<file path="config.mk">
export PLATFORM = sky130hd
export DESIGN_NAME = tbase_counter
export DESIGN_NICKNAME = d
export VERILOG_FILES = /design/src/rtl/tbase_pkg.sv /design/src/rtl/tbase_divstage.sv /design/src/rtl/tbase_prescaler.sv /design/src/rtl/tbase_regs.sv /design/src/rtl/tbase_counter.sv
export SDC_FILE = /design/constraint.sdc
export NUM_CORES = 1
export LEC_CHECK = 0
export ABC_AREA = 1
export BUFFER_PORTS_ARGS = -buffer_cell sky130_fd_sc_hd__buf_2
export CAP_MARGIN = 0
export CORE_AREA = 2 2 83 85
export DETAILED_ROUTE_END_ITERATION = 12
export DIE_AREA = 0 0 85 87
export PLACE_DENSITY = 0.59
export SETUP_SLACK_MARGIN = 0.15
export SYNTH_ARGS = -nofsm -noshare
export SYNTH_HDL_FRONTEND = slang
export SYNTH_SLANG_ARGS = --single-unit
</file>
<file path="constraint.sdc">
create_clock -name clk -period 1.3 [get_ports clk]
set_input_delay 0.26 -clock clk [delete_from_list [all_inputs] [get_ports clk]]
set_output_delay 0.26 -clock clk [all_outputs]
set_load 0.01 [all_outputs]
</file>
<file path="src/rtl/tbase_pkg.sv">
package tbase_pkg;
  // Rate-code width; the post-divider spans 2**(2**POST_W - 1).
  localparam int POST_W   = 2;
  localparam int CFG_W    = POST_W + 2;
  localparam int CFG_ADDR = 0;

  // Bit 0 = fast, bit 1 = coarse select, bits [CFG_W-1:2] = rate code.
  typedef struct packed {
    logic [POST_W-1:0] post;
    logic              pre;
    logic              fast;
  } tbase_cfg_t;
endpackage

</file>
<file path="src/rtl/tbase_divstage.sv">
module tbase_divstage #(
  parameter int W = 5
) (
  input  logic         clk,
  input  logic         rst_n,
  input  logic         step,
  input  logic [W-1:0] last,
  output logic         wrap
);
  logic [W-1:0] cnt_q;

  assign wrap = step && (cnt_q == last);

  always_ff @(posedge clk or negedge rst_n) begin
    if (!rst_n)      cnt_q <= '0;
    else if (wrap)   cnt_q <= '0;
    else if (step)   cnt_q <= cnt_q + 1'b1;
  end


  stage_bound_chk: assert property (@(posedge clk) disable iff (!rst_n)
    cnt_q <= last);
endmodule

</file>
<file path="src/rtl/tbase_prescaler.sv">
module tbase_prescaler
  import tbase_pkg::*;
#(
  parameter int PRE_SLOW = 32,
  parameter int PRE_FAST = 4
) (
  input  logic       clk,
  input  logic       rst_n,
  input  tbase_cfg_t cfg_next,
  output logic       term
);
  localparam int S1_W     = $clog2(PRE_SLOW);
  localparam int POST_MAX = 1 << ((1 << POST_W) - 1);
  localparam int S2_W     = (POST_MAX > 1) ? $clog2(POST_MAX) : 1;

  tbase_cfg_t      cfg_act;
  logic [S1_W-1:0] s1_last;
  logic [S2_W-1:0] s2_last;
  logic            s1_wrap;

  always_comb begin
    if (cfg_act.fast)     s1_last = S1_W'(1);
    else if (cfg_act.pre) s1_last = S1_W'(PRE_FAST - 1);
    else                  s1_last = S1_W'(PRE_SLOW - 1);
    if (cfg_act.fast)     s2_last = '0;
    else                  s2_last = S2_W'((32'd1 << cfg_act.post) - 32'd1);
  end

  tbase_divstage #(.W(S1_W)) u_coarse (
    .clk  (clk),
    .rst_n(rst_n),
    .step (1'b1),
    .last (s1_last),
    .wrap (s1_wrap)
  );

  tbase_divstage #(.W(S2_W)) u_fine (
    .clk  (clk),
    .rst_n(rst_n),
    .step (s1_wrap),
    .last (s2_last),
    .wrap (term)
  );

  // Settings move in only at a terminal count, so no period is cut short.
  always_ff @(posedge clk or negedge rst_n) begin
    if (!rst_n)    cfg_act <= '0;
    else if (term) cfg_act <= cfg_next;
  end


  cfg_hold_chk: assert property (@(posedge clk) disable iff (!rst_n)
    !term |=> $stable(cfg_act));


  fast_gap_chk: assert property (@(posedge clk) disable iff (!rst_n)
    (cfg_act.fast && !term) |=> term);
endmodule

</file>
<file path="src/rtl/tbase_regs.sv">
module tbase_regs
  import tbase_pkg::*;
#(
  parameter int ADDR_W = 3,
  parameter int DATA_W = 16
) (
  input  logic              clk,
  input  logic              rst_n,
  input  logic              bus_valid,
  input  logic              bus_write,
  input  logic [ADDR_W-1:0] bus_addr,
  input  logic [DATA_W/8-1:0] bus_be,
  input  logic [DATA_W-1:0] bus_wdata,
  output logic              bus_resp,
  output logic [DATA_W-1:0] bus_rdata,
  output logic              bus_err,
  output tbase_cfg_t        cfg_next
);
  tbase_cfg_t       cfg_q;
  logic             full_word;
  logic             hit;
  logic             wr_ok;
  logic             rd_ok;
  logic [CFG_W-1:0] cfg_bits;
  logic             wdata_unused;

  assign full_word    = &bus_be;
  assign hit          = (bus_addr == ADDR_W'(CFG_ADDR));
  assign wr_ok        = bus_valid && bus_write && full_word && hit;
  assign rd_ok        = bus_valid && !bus_write && full_word && hit;
  assign cfg_bits     = cfg_q;
  assign wdata_unused = ^bus_wdata[DATA_W-1:CFG_W];

  // Next value is exposed so a write on a terminal edge is forwarded.
  assign cfg_next = wr_ok ? tbase_cfg_t'(bus_wdata[CFG_W-1:0]) : cfg_q;

  always_ff @(posedge clk or negedge rst_n) begin
    if (!rst_n) begin
      cfg_q     <= '0;
      bus_resp  <= 1'b0;
      bus_err   <= 1'b0;
      bus_rdata <= '0;
    end else begin
      cfg_q     <= cfg_next;
      bus_resp  <= bus_valid;
      bus_err   <= bus_valid && !full_word;
      bus_rdata <= rd_ok ? {{(DATA_W-CFG_W){1'b0}}, cfg_bits} : '0;
    end
  end


  resp_chk: assert property (@(posedge clk) disable iff (!rst_n)
    bus_valid |=> bus_resp);


  partial_wr_chk: assert property (@(posedge clk) disable iff (!rst_n)
    (bus_valid && bus_write && !full_word) |=> $stable(cfg_q));


  err_zero_chk: assert property (@(posedge clk) disable iff (!rst_n)
    bus_err |-> (bus_resp && bus_rdata == '0));


  unused_wr_chk: assert property (@(posedge clk) disable iff (!rst_n)
    (bus_valid && bus_write && !hit) |=> $stable(cfg_q));
endmodule

</file>
<file path="src/rtl/tbase_counter.sv">
module tbase_counter
  import tbase_pkg::*;
#(
  parameter int CNT_W    = 16,
  parameter int DATA_W   = 16,
  parameter int ADDR_W   = 3,
  parameter int PRE_SLOW = 32,
  parameter int PRE_FAST = 4
) (
  input  logic                clk,
  input  logic                rst_n,
  input  logic                bus_valid,
  input  logic                bus_write,
  input  logic [ADDR_W-1:0]   bus_addr,
  input  logic [DATA_W/8-1:0] bus_be,
  input  logic [DATA_W-1:0]   bus_wdata,
  output logic                bus_resp,
  output logic [DATA_W-1:0]   bus_rdata,
  output logic                bus_err,
  output logic [CNT_W-1:0]    count,
  output logic                tick
);
  tbase_cfg_t cfg_next;
  logic       term;

  tbase_regs #(.ADDR_W(ADDR_W), .DATA_W(DATA_W)) u_regs (
    .clk      (clk),
    .rst_n    (rst_n),
    .bus_valid(bus_valid),
    .bus_write(bus_write),
    .bus_addr (bus_addr),
    .bus_be   (bus_be),
    .bus_wdata(bus_wdata),
    .bus_resp (bus_resp),
    .bus_rdata(bus_rdata),
    .bus_err  (bus_err),
    .cfg_next (cfg_next)
  );

  tbase_prescaler #(.PRE_SLOW(PRE_SLOW), .PRE_FAST(PRE_FAST)) u_presc (
    .clk     (clk),
    .rst_n   (rst_n),
    .cfg_next(cfg_next),
    .term    (term)
  );

  // Count and tick change on the same edge, so tick marks the new value.
  always_ff @(posedge clk or negedge rst_n) begin
    if (!rst_n) begin
      count <= '0;
      tick  <= 1'b0;
    end else begin
      tick <= term;
      if (term) count <= count + 1'b1;
    end
  end


  tick_pulse_chk: assert property (@(posedge clk) disable iff (!rst_n)
    tick |=> !tick);


  count_step_chk: assert property (@(posedge clk) disable iff (!rst_n)
    tick |-> (count == CNT_W'($past(count) + 1'b1)));


  count_hold_chk: assert property (@(posedge clk) disable iff (!rst_n)
    !tick |-> $stable(count));
endmodule

</file>
==> results of run 1 <==
flip-flops by register name (all words and copies together) (netlist names):
signal and count:
u_regs.bus_err 1, count 16, u_presc.u_fine.cnt_q 3, u_presc.cfg_act 4
u_regs.bus_resp 1, u_regs.cfg_bits 4, tick 1, u_regs.bus_rdata 4
u_presc.u_coarse.cnt_q 5
where the power goes:
group / total (mW) / switching, mW / internal, mW
clock: 1.08 / 0.458 / 0.622
combinational: 3.29 / 1.69 / 1.60
sequential: 1.66 / 0.236 / 1.42
total: 6.03 / 2.39 / 3.64
cell families (layout without fill, tap and decap cells):
logic type / Yosys count / after routing / share of synthesized area
AO/OA/AOI/OAI: 6 / 6 / 0.0141
other: 1 / 12 / 0.00176
adder cells (fa/ha/maj): 3 / 3 / 0.0176
AND/OR/NAND/NOR: 174 / 174 / 0.339
buffers and inverters: 40 / 120 / 0.107
flip-flops: 39 / 39 / 0.458
XOR/XNOR: 15 / 15 / 0.0617
layout by cell type, fill, tap and decap left out, types with 3 or more instances in the layout:
cell type and n:
nor2_1 25, clkbuf_8 6, conb_1 12, nand3_2 6, dfrtp_2 10, buf_2 23, nand2_4 6, nand2_1 75
xor2_1 5, inv_1 20, dfrtp_1 29, buf_4 39, inv_2 3, nand3_1 29, nand2_2 22, buf_6 22
nor2_4 4, xnor2_1 10
final cells by class:
type,count,share of cell area
Multi-Input combinational cell,210,0.359
Sequential cell,39,0.309
Timing Repair Buffer,89,0.236
Tap cell,80,0.0313
Inverter,23,0.0270
Clock buffer,6,0.0258
Clock inverter,2,0.0110
Yosys cell counts:
cell       n
buf_4     13
conb_1     1
nor3_1     1
buf_6      4
nor2_4     1
nor3_2     1
nand2_1  103
ha_1       3
xor2_1     5
nor2_2     2
xnor2_1   10
a21oi_1    2
nand3_1   36
inv_2      2
dfrtp_1   39
inv_1     21
o21ai_0    3
nand4_1    2
o21ai_1    1
nor2_1    28
worst max-delay path: stages (launching register included):
cell and delay (ns):
dfrtp_1 0.42, o21ai_1 0.18, nand3_1 0.15, nor2_4 0.21, nand2_4 0.12, clkbuf_16 0.18, nand2_2 0.05, nand2_1 0.06
routing by layer:
metal | track usage | part of all wire | routed length, µm | vias up
met1 | 0.178 | 0.42 | 2280 | 994
met2 | 0.254 | 0.53 | 2940 | 47
met3 | 0.0256 | 0.032 | 175 | 9
li1 | - | - | - | 1029
met5 | 0 | 0 | 0 | -
met4 | 0.0563 | 0.018 | 98 | 0
worst min path at each step:
stage | from | slack, ns | depth (start not counted) | end
finish | bus_valid | 0.10 | 1 | u_regs.bus_resp
global route | bus_valid | 0.1 | 1 | u_regs.bus_resp
floorplan | rst_n | -0.04 | 0 | count[0]
detailed placement | rst_n | 0.25 | 2 | u_regs.bus_err
CTS | bus_valid | 0.09 | 1 | u_regs.bus_resp
global placement | rst_n | 0.25 | 2 | u_regs.bus_err
metrics by stage:
| stage | power, mW | area (µm²) |
|---|---|---|
| after floorplan | 3.06 | 2210 |
| after global placement | 3.78 | 2570 |
| after detailed placement | 3.83 | 2570 |
| after CTS | 5.22 | 2890 |
| after global routing | 6.43 | 3200 |
| final | 6.03 | 3200 |
timing repair:
action                     in CTS  in global routing
pin swaps                       1                 11
setup endpoints to repair      41                 42
hold endpoints to repair       39                  0
resized for setup              24                 49
cloned                          0                  3
hold buffers                    1                  0
setup buffers                  12                 11
==> flow_summary.ini, run 1 <==
[worst_hold_path]
min_path_type = in -> reg

[logic_synthesis]
synth_area_leaders = dfrtp_1 46%, nand2_1 18%, nand3_1 8.5%
ys_types = 20
synth_largest_area_cell = dfrtp_1
avgSynthCellArea_um2 = 7.66
synthCells = 278
synth_seq_cells = 39
syn_area_mm2 = 0.00213
synth_top_area_share = 0.458
ys_seq_area_frac = 0.458
yosysWarnings = 0

[finish]
syn_to_final_growth_pct = 50.0
diodes = 0
final_cells = 449
fin_nets = 396
drive_gt1_frac = 0.415
fillerInstances = 633
final-seq-area_um2 = 988
post-route-util = 0.487
multi_input_area_mm2 = 0.00115

[timing]
finalSetupTns_ns = -3.27
drv_slew = 0
holdWs_ns = 0.100
max_clock_freq_mhz = 677
fin_crit_ns = 1.48
rsz0062_at_grt = yes
finalSetupViolCount = 27
hold_viol_final = 0
min_period_over_period = 1.14
fin_worst_skew_ns = 0.00530
setup_ws_ns = -0.176

[power]
irDropWorstVdd_mv = 0.819
p_per_area_mw_per_mm2 = 1890
leakagePower_nw = 1.65

[cts]
path_clk_slew_ns = 0.08
clkLatencyLatePin_ns = 0.29
htree_levels = 2
cts_buffers = 5
cts_sinks = 39
cts_tree = done
cts_max_path_buffers = 2
cts-root-buf = clkbuf_8

[route]
wl_per_cell_um = 12.2
firstDrtPassIters = 4
drt_iter0_drc = 76
drt-total-wl_um = 5490
drc = 0
num_vias = 2079
drt-vias-per-instance = 4.63
ant_nets = 0

[outcome]
failed_checks = negative setup slack
status = complete, but fails checks

[die]
dieWidth_um = 85
num_rows = 30
core_area_mm2 = 0.00657
io_pins = 60
initial_core_util = 0.324
fp.dieArea_mm2 = 0.00740
die_h_um = 87

[worst_setup_path]
worstPathArrival_ns = 1.66
required_ns = 1.49
worstReg2RegEnd = count[0]
endpoint_kind = register
reg2reg_slack_ns = -0.18
timing.rr.start = u_presc.u_coarse.cnt_q[1]
startpoint = u_presc.u_coarse.cnt_q[1]
setup.worst_path.start_class = register
endpoint = count[0]
rr_worst_depth = 7
critPathMaxFanout = 5
critical_path_class = reg -> reg

[grt]
track_usage = 0.145
grt_pass1_wl_um = 8740
grt_overflow_total = 0
grt_antenna_before_repair = 0
grt_max_degree = 40
grt_pass1_vias = 1987

[placement]
detailed_place_hpwl_um = 3380
dp.cells = 414
routabilityCongestion = 0.825
post-place-ws_ns = -0.114
numPortBuffers = 35

[flow_run]
cap_violations = 0
Note: power is estimated with default switching activity, not from simulation.
==> run 2, diff against run 1 <==
--- a/config.mk
+++ b/config.mk
@@ -9,6 +9,7 @@
 export BUFFER_PORTS_ARGS = -buffer_cell sky130_fd_sc_hd__buf_2
 export CAP_MARGIN = 0
 export CORE_AREA = 2 2 83 85
+export CTS_BUF_LIST = sky130_fd_sc_hd__clkbuf_4
 export DETAILED_ROUTE_END_ITERATION = 12
 export DIE_AREA = 0 0 85 87
 export PLACE_DENSITY = 0.59
==> flow_summary.ini, run 2 (same netlist as run 1, synthesis figures left out) <==
[finish]
largest_register = count
top_regs = count x16, u_presc.u_coarse.cnt_q x5
final_cell_mix = 84 x nand2_1, 43 x buf_4, 34 x dfrtp_1
final_common_cell = nand2_1
fin_nets = 404
largest_register_ff_count = 16
drive_gt1_frac = 0.401
syn_to_final_growth_pct = 50.0
diodes = 0

[power]
irDropWorstVdd_mv = 0.981
switching_share = 0.399
p_sw_mw = 2.38
p_int_mw = 3.58
comb_power_share = 0.588
power_mw = 5.96
clockPowerShare = 0.139
seqPwrFrac = 0.273
leakagePower_nw = 1.68
p_per_area_mw_per_mm2 = 1870

[cts]
htree_levels = 2
cts_tree = done
clkLatencyLatePin_ns = 0.35
cts_max_path_buffers = 2
cts-root-buf = clkbuf_4
cts_buffers = 5
path_clk_slew_ns = 0.13
cts_sinks = 39

[grt]
grt_busiest_layer = met2
use_met1 = 0.185
track_usage = 0.151
grt_util_met3 = 0.0265
grt_pass1_vias = 2059
grt_overflow_total = 0
grt_pass1_wl_um = 9100
grt_max_degree = 40
use_met2 = 0.271
grt_antenna_before_repair = 0

[placement]
routabilityCongestion = 0.825
numPortBuffers = 35
detailed_place_hpwl_um = 3380
post-place-ws_ns = -0.114

[die]
initial_core_util = 0.324
num_rows = 30
fp.dieArea_mm2 = 0.00740
io_pins = 60
die_h_um = 87
core_area_mm2 = 0.00657
dieWidth_um = 85

[worst_setup_path]
setup.worst_path.start_class = register
critical_path_class = reg -> reg
required_ns = 1.55
critPathMaxFanout = 10
endpoint_kind = register
worstPathArrival_ns = 1.70

[timing]
holdWs_ns = 0.0411
hold_viol_final = 0
max_clock_freq_mhz = 690
rsz0062_at_grt = yes
min_period_over_period = 1.11
fin_crit_ns = 1.45
setup_ws_ns = -0.149
finalSetupViolCount = 27
drv_slew = 0
finalSetupTns_ns = -3.05
fin_worst_skew_ns = 0.00924

[route]
firstDrtPassIters = 4
wl_per_cell_um = 11.9
drt-total-wl_um = 5460
drt-vias-per-instance = 4.58
drc = 0
ant_nets = 0
num_vias = 2093
drt_iter0_drc = 103

[outcome]
status = complete, but fails checks
failed_checks = negative setup slack

[worst_hold_path]
min_path_type = in -> reg

[flow_run]
cap_violations = 0
## run 2: cell count changes in the layout (fill, tap and decap cells not counted), moves of 4 or more
cell and delta:
nand3_2 +5, nand2_2 -6, clkbuf_4 +5, buf_4 +4, nand3_1 -4, buf_6 +4
nand2_1 +9, clkbuf_8 -6, dfrtp_1 +5, dfrtp_2 -5
## run 2: path summary, 6_finish.rpt
| path | slack [ns] | endpoint | depth (start not counted) | startpoint |
|---|---|---|---|---|
| worst min register to register | 0.51 | u_regs.bus_rdata[0] | 2 | u_regs.cfg_bits[0] |
| worst min-delay path | 0.04 | u_regs.bus_resp | 1 | bus_valid |
| worst max register to register | -0.15 | count[0] | 9 | u_presc.cfg_act[0] |
| min in group asynchronous | 0.39 | u_regs.bus_err | 3 | rst_n |
| max in group asynchronous | 0.69 | count[5] | 3 | rst_n |
| worst max-delay path | -0.15 | count[0] | 9 | u_presc.cfg_act[0] |
## run 2: final cells by class
class                   instances  area [µm²]
clock buffers                   5        37.5
inverters                      23        86.3
multi-input cells             210        1120
clock inverters                 3        38.8
repair buffers                 97         833
flip-flops and latches         39         982
fillers                       642        3370
well taps                      80         100
## run 2: per-stage QoR
step / utilization / instance area (µm²) / cells
5_1_grt: 0.486 / 3200 / 457
6_report: 0.486 / 3200 / 457
4_1_cts: 0.451 / 2960 / 443
2_1_floorplan: - / 2210 / 289
3_3_place_gp: 0.391 / 2570 / 414
3_5_place_dp: 0.391 / 2570 / 414
## run 2: power by group through the flow
stage | logic [mW] | clock network (mW) | registers [mW]
after CTS | 2.95 | 0.852 | 1.61
final | 3.51 | 0.827 | 1.63
after detailed placement | 2.20 | 0 | 1.63
after global routing | 3.82 | 0.912 | 1.65
after floorplan | 1.41 | 0 | 1.64
after global placement | 2.15 | 0 | 1.63
## run 2: critical path: stages (launching register included)
cell	delay, ns
dfrtp_1	0.44
inv_2	0.11
nand2_2	0.08
nand2_2	0.08
nand3_2	0.08
nor2_4	0.17
nand2_4	0.11
buf_12	0.16
nand2_1	0.06
nand2_1	0.06
## run 2: timing repair
item / CTS / global route
hold buffers: 1 / 0
endpoints found under the setup margin: 44 / 49
hold endpoints to repair: 39 / 0
gates cloned: 2 / 1
gates resized for setup: 33 / 33
pin swaps: 4 / 9
setup buffers: 18 / 13
## run 2: layer usage
layer	wire (µm)	up-vias
met1	2290	995
li1	-	1043
met4	75	0
met2	2900	47
met3	195	8
met5	0	-
==> run 3, diff against run 2 <==
--- a/config.mk
+++ b/config.mk
@@ -12,7 +12,7 @@
 export CTS_BUF_LIST = sky130_fd_sc_hd__clkbuf_4
 export DETAILED_ROUTE_END_ITERATION = 12
 export DIE_AREA = 0 0 85 87
-export PLACE_DENSITY = 0.59
+export PLACE_DENSITY = 0.57
 export SETUP_SLACK_MARGIN = 0.15
 export SYNTH_ARGS = -nofsm -noshare
 export SYNTH_HDL_FRONTEND = slang
==> constraint.sdc (replaced) <==
create_clock -name clk -period 1.87 [get_ports clk]
set_input_delay 0.374 -clock clk [delete_from_list [all_inputs] [get_ports clk]]
set_output_delay 0.374 -clock clk [all_outputs]
set_load 0.01 [all_outputs]
==> flow_summary.ini, run 3 (same netlist as run 1, synthesis figures left out) <==
[timing]
hold_viol_final = 0
rsz0062_at_grt = no
min_period_over_period = 0.796
max_clock_freq_mhz = 672
fin_worst_skew_ns = 0.00995
fin_crit_ns = 1.49
finalSetupViolCount = 0
finalSetupTns_ns = 0
drv_slew = 0

[route]
num_vias = 1783
ant_nets = 0
drt-vias-per-instance = 4.48
drc = 0
drt_iter0_drc = 91
firstDrtPassIters = 4
drt-total-wl_um = 4270
wl_per_cell_um = 10.7

[cts]
cts_sinks = 39
post-cts-setup-buffers = 0
post_cts_resized = 0
cts_hold_buffers = 0
cts_buffers = 5
cts-root-buf = clkbuf_4
cts_max_path_buffers = 2
cts_tree = done
path_clk_slew_ns = 0.12
clkLatencyLatePin_ns = 0.35
htree_levels = 2

[worst_setup_path]
endpoint_kind = register
reg2reg_slack_ns = 0.38
required_ns = 2.12
startpoint = count[0]
crit_top_cell = nand2_1
critPathMaxFanout = 6
crit_family = simple AND/OR/NAND/NOR gates
slowest_delay_ns = 0.45
cp_num_buf_inv = 0
rr_worst_depth = 8
endpoint = count[14]
path_depth = 8
timing.rr.start = count[0]
crit_chain = ha_1, nand3_1, nor2_1, nand3_1, nand2_1, nand2_1, nand2_1, nand2_1
setup.worst_path.start_class = register
critPathSlowestCell = dfrtp_1
worstReg2RegEnd = count[14]
worstPathArrival_ns = 1.74
critical_path_class = reg -> reg

[flow_run]
cap_violations = 0

[grt]
track_usage = 0.127
grt_pass1_wl_um = 7530
grt_antenna_before_repair = 0
grt_pass1_vias = 1689
grt_overflow_total = 0
grt_max_degree = 40

[die]
die_h_um = 87
io_pins = 60
fp.dieArea_mm2 = 0.00740
initial_core_util = 0.324
dieWidth_um = 85
num_rows = 30
core_area_mm2 = 0.00657

[outcome]
status = finished, final reports clean

[finish]
final_common_cell = nand2_1
top_regs = count x16, u_presc.u_coarse.cnt_q x5
syn_to_final_growth_pct = 11.7
final_cell_mix = 103 x nand2_1, 39 x dfrtp_1, 36 x nand3_1
drive_gt1_frac = 0.160
diodes = 0
largest_register = count
largest_register_ff_count = 16
fillerInstances = 698
design_area_mm2 = 0.00238
fin_nets = 346

[placement]
numPortBuffers = 35
detailed_place_hpwl_um = 3140
routabilityCongestion = 0.829
placed_area_mm2 = 0.00233

[power]
leakagePower_nw = 1.29
irDropWorstVdd_mv = 0.628
p_per_area_mw_per_mm2 = 1110

[worst_hold_path]
min_path_type = in -> async
run 3: metal layers:
metal | vias to the layer above | wire (µm) | global-route usage | share of wire
met5 | - | 0 | 0 | 0
met3 | 8 | 119 | 0.0246 | 0.028
met2 | 25 | 1980 | 0.203 | 0.46
li1 | 921 | - | - | -
met4 | 0 | 87 | 0.0563 | 0.020
met1 | 829 | 2080 | 0.167 | 0.49
run 3: stage by stage:
stage                util  power [mW]  hold slack (ns)  cells  setup WS (ns)
finish              0.362        2.65           0.0631    398          0.381
global route        0.362        2.90           0.0994    398          0.176
CTS                 0.362        2.71           0.0658    398          0.346
detailed placement  0.355        2.28            0.464    391          0.368
global placement    0.355        2.26            0.461    391          0.388
floorplan               -        2.07           0.0784    289          0.502
run 3: worst reg2reg max path: stages (launching register included):
cell and delay [ns]:
dfrtp_1 0.45, ha_1 0.27, nand3_1 0.14, nor2_1 0.21, nand3_1 0.10, nand2_1 0.07, nand2_1 0.05, nand2_1 0.06
nand2_1 0.05
run 3: final cells by class:
class,count,area [µm²],share of cell area
inverters,23,86.3,0.0363
clock buffers,5,37.5,0.0158
repair buffers,39,205,0.0862
flip-flops and latches,39,976,0.410
clock inverters,2,8.76,0.00368
well taps,80,100,0.0420
multi-input cells,210,967,0.406
run 3: worst min-delay path by stage:
stage	slack, ns	from	endpoint	depth (start not counted)
after global placement	0.46	rst_n	u_regs.bus_err	2
after detailed placement	0.46	rst_n	u_regs.bus_err	2
final	0.06	rst_n	u_regs.bus_err	2
after global routing	0.1	rst_n	count[2]	2
after CTS	0.07	rst_n	count[2]	2
after floorplan	0.08	rst_n	count[0]	0
run 3: power breakdown:
part,switching (mW),total [mW],internal [mW]
combinational,0.738,1.12,0.378
clock,0.270,0.404,0.133
sequential,0.151,1.13,0.981
total,1.16,2.65,1.49
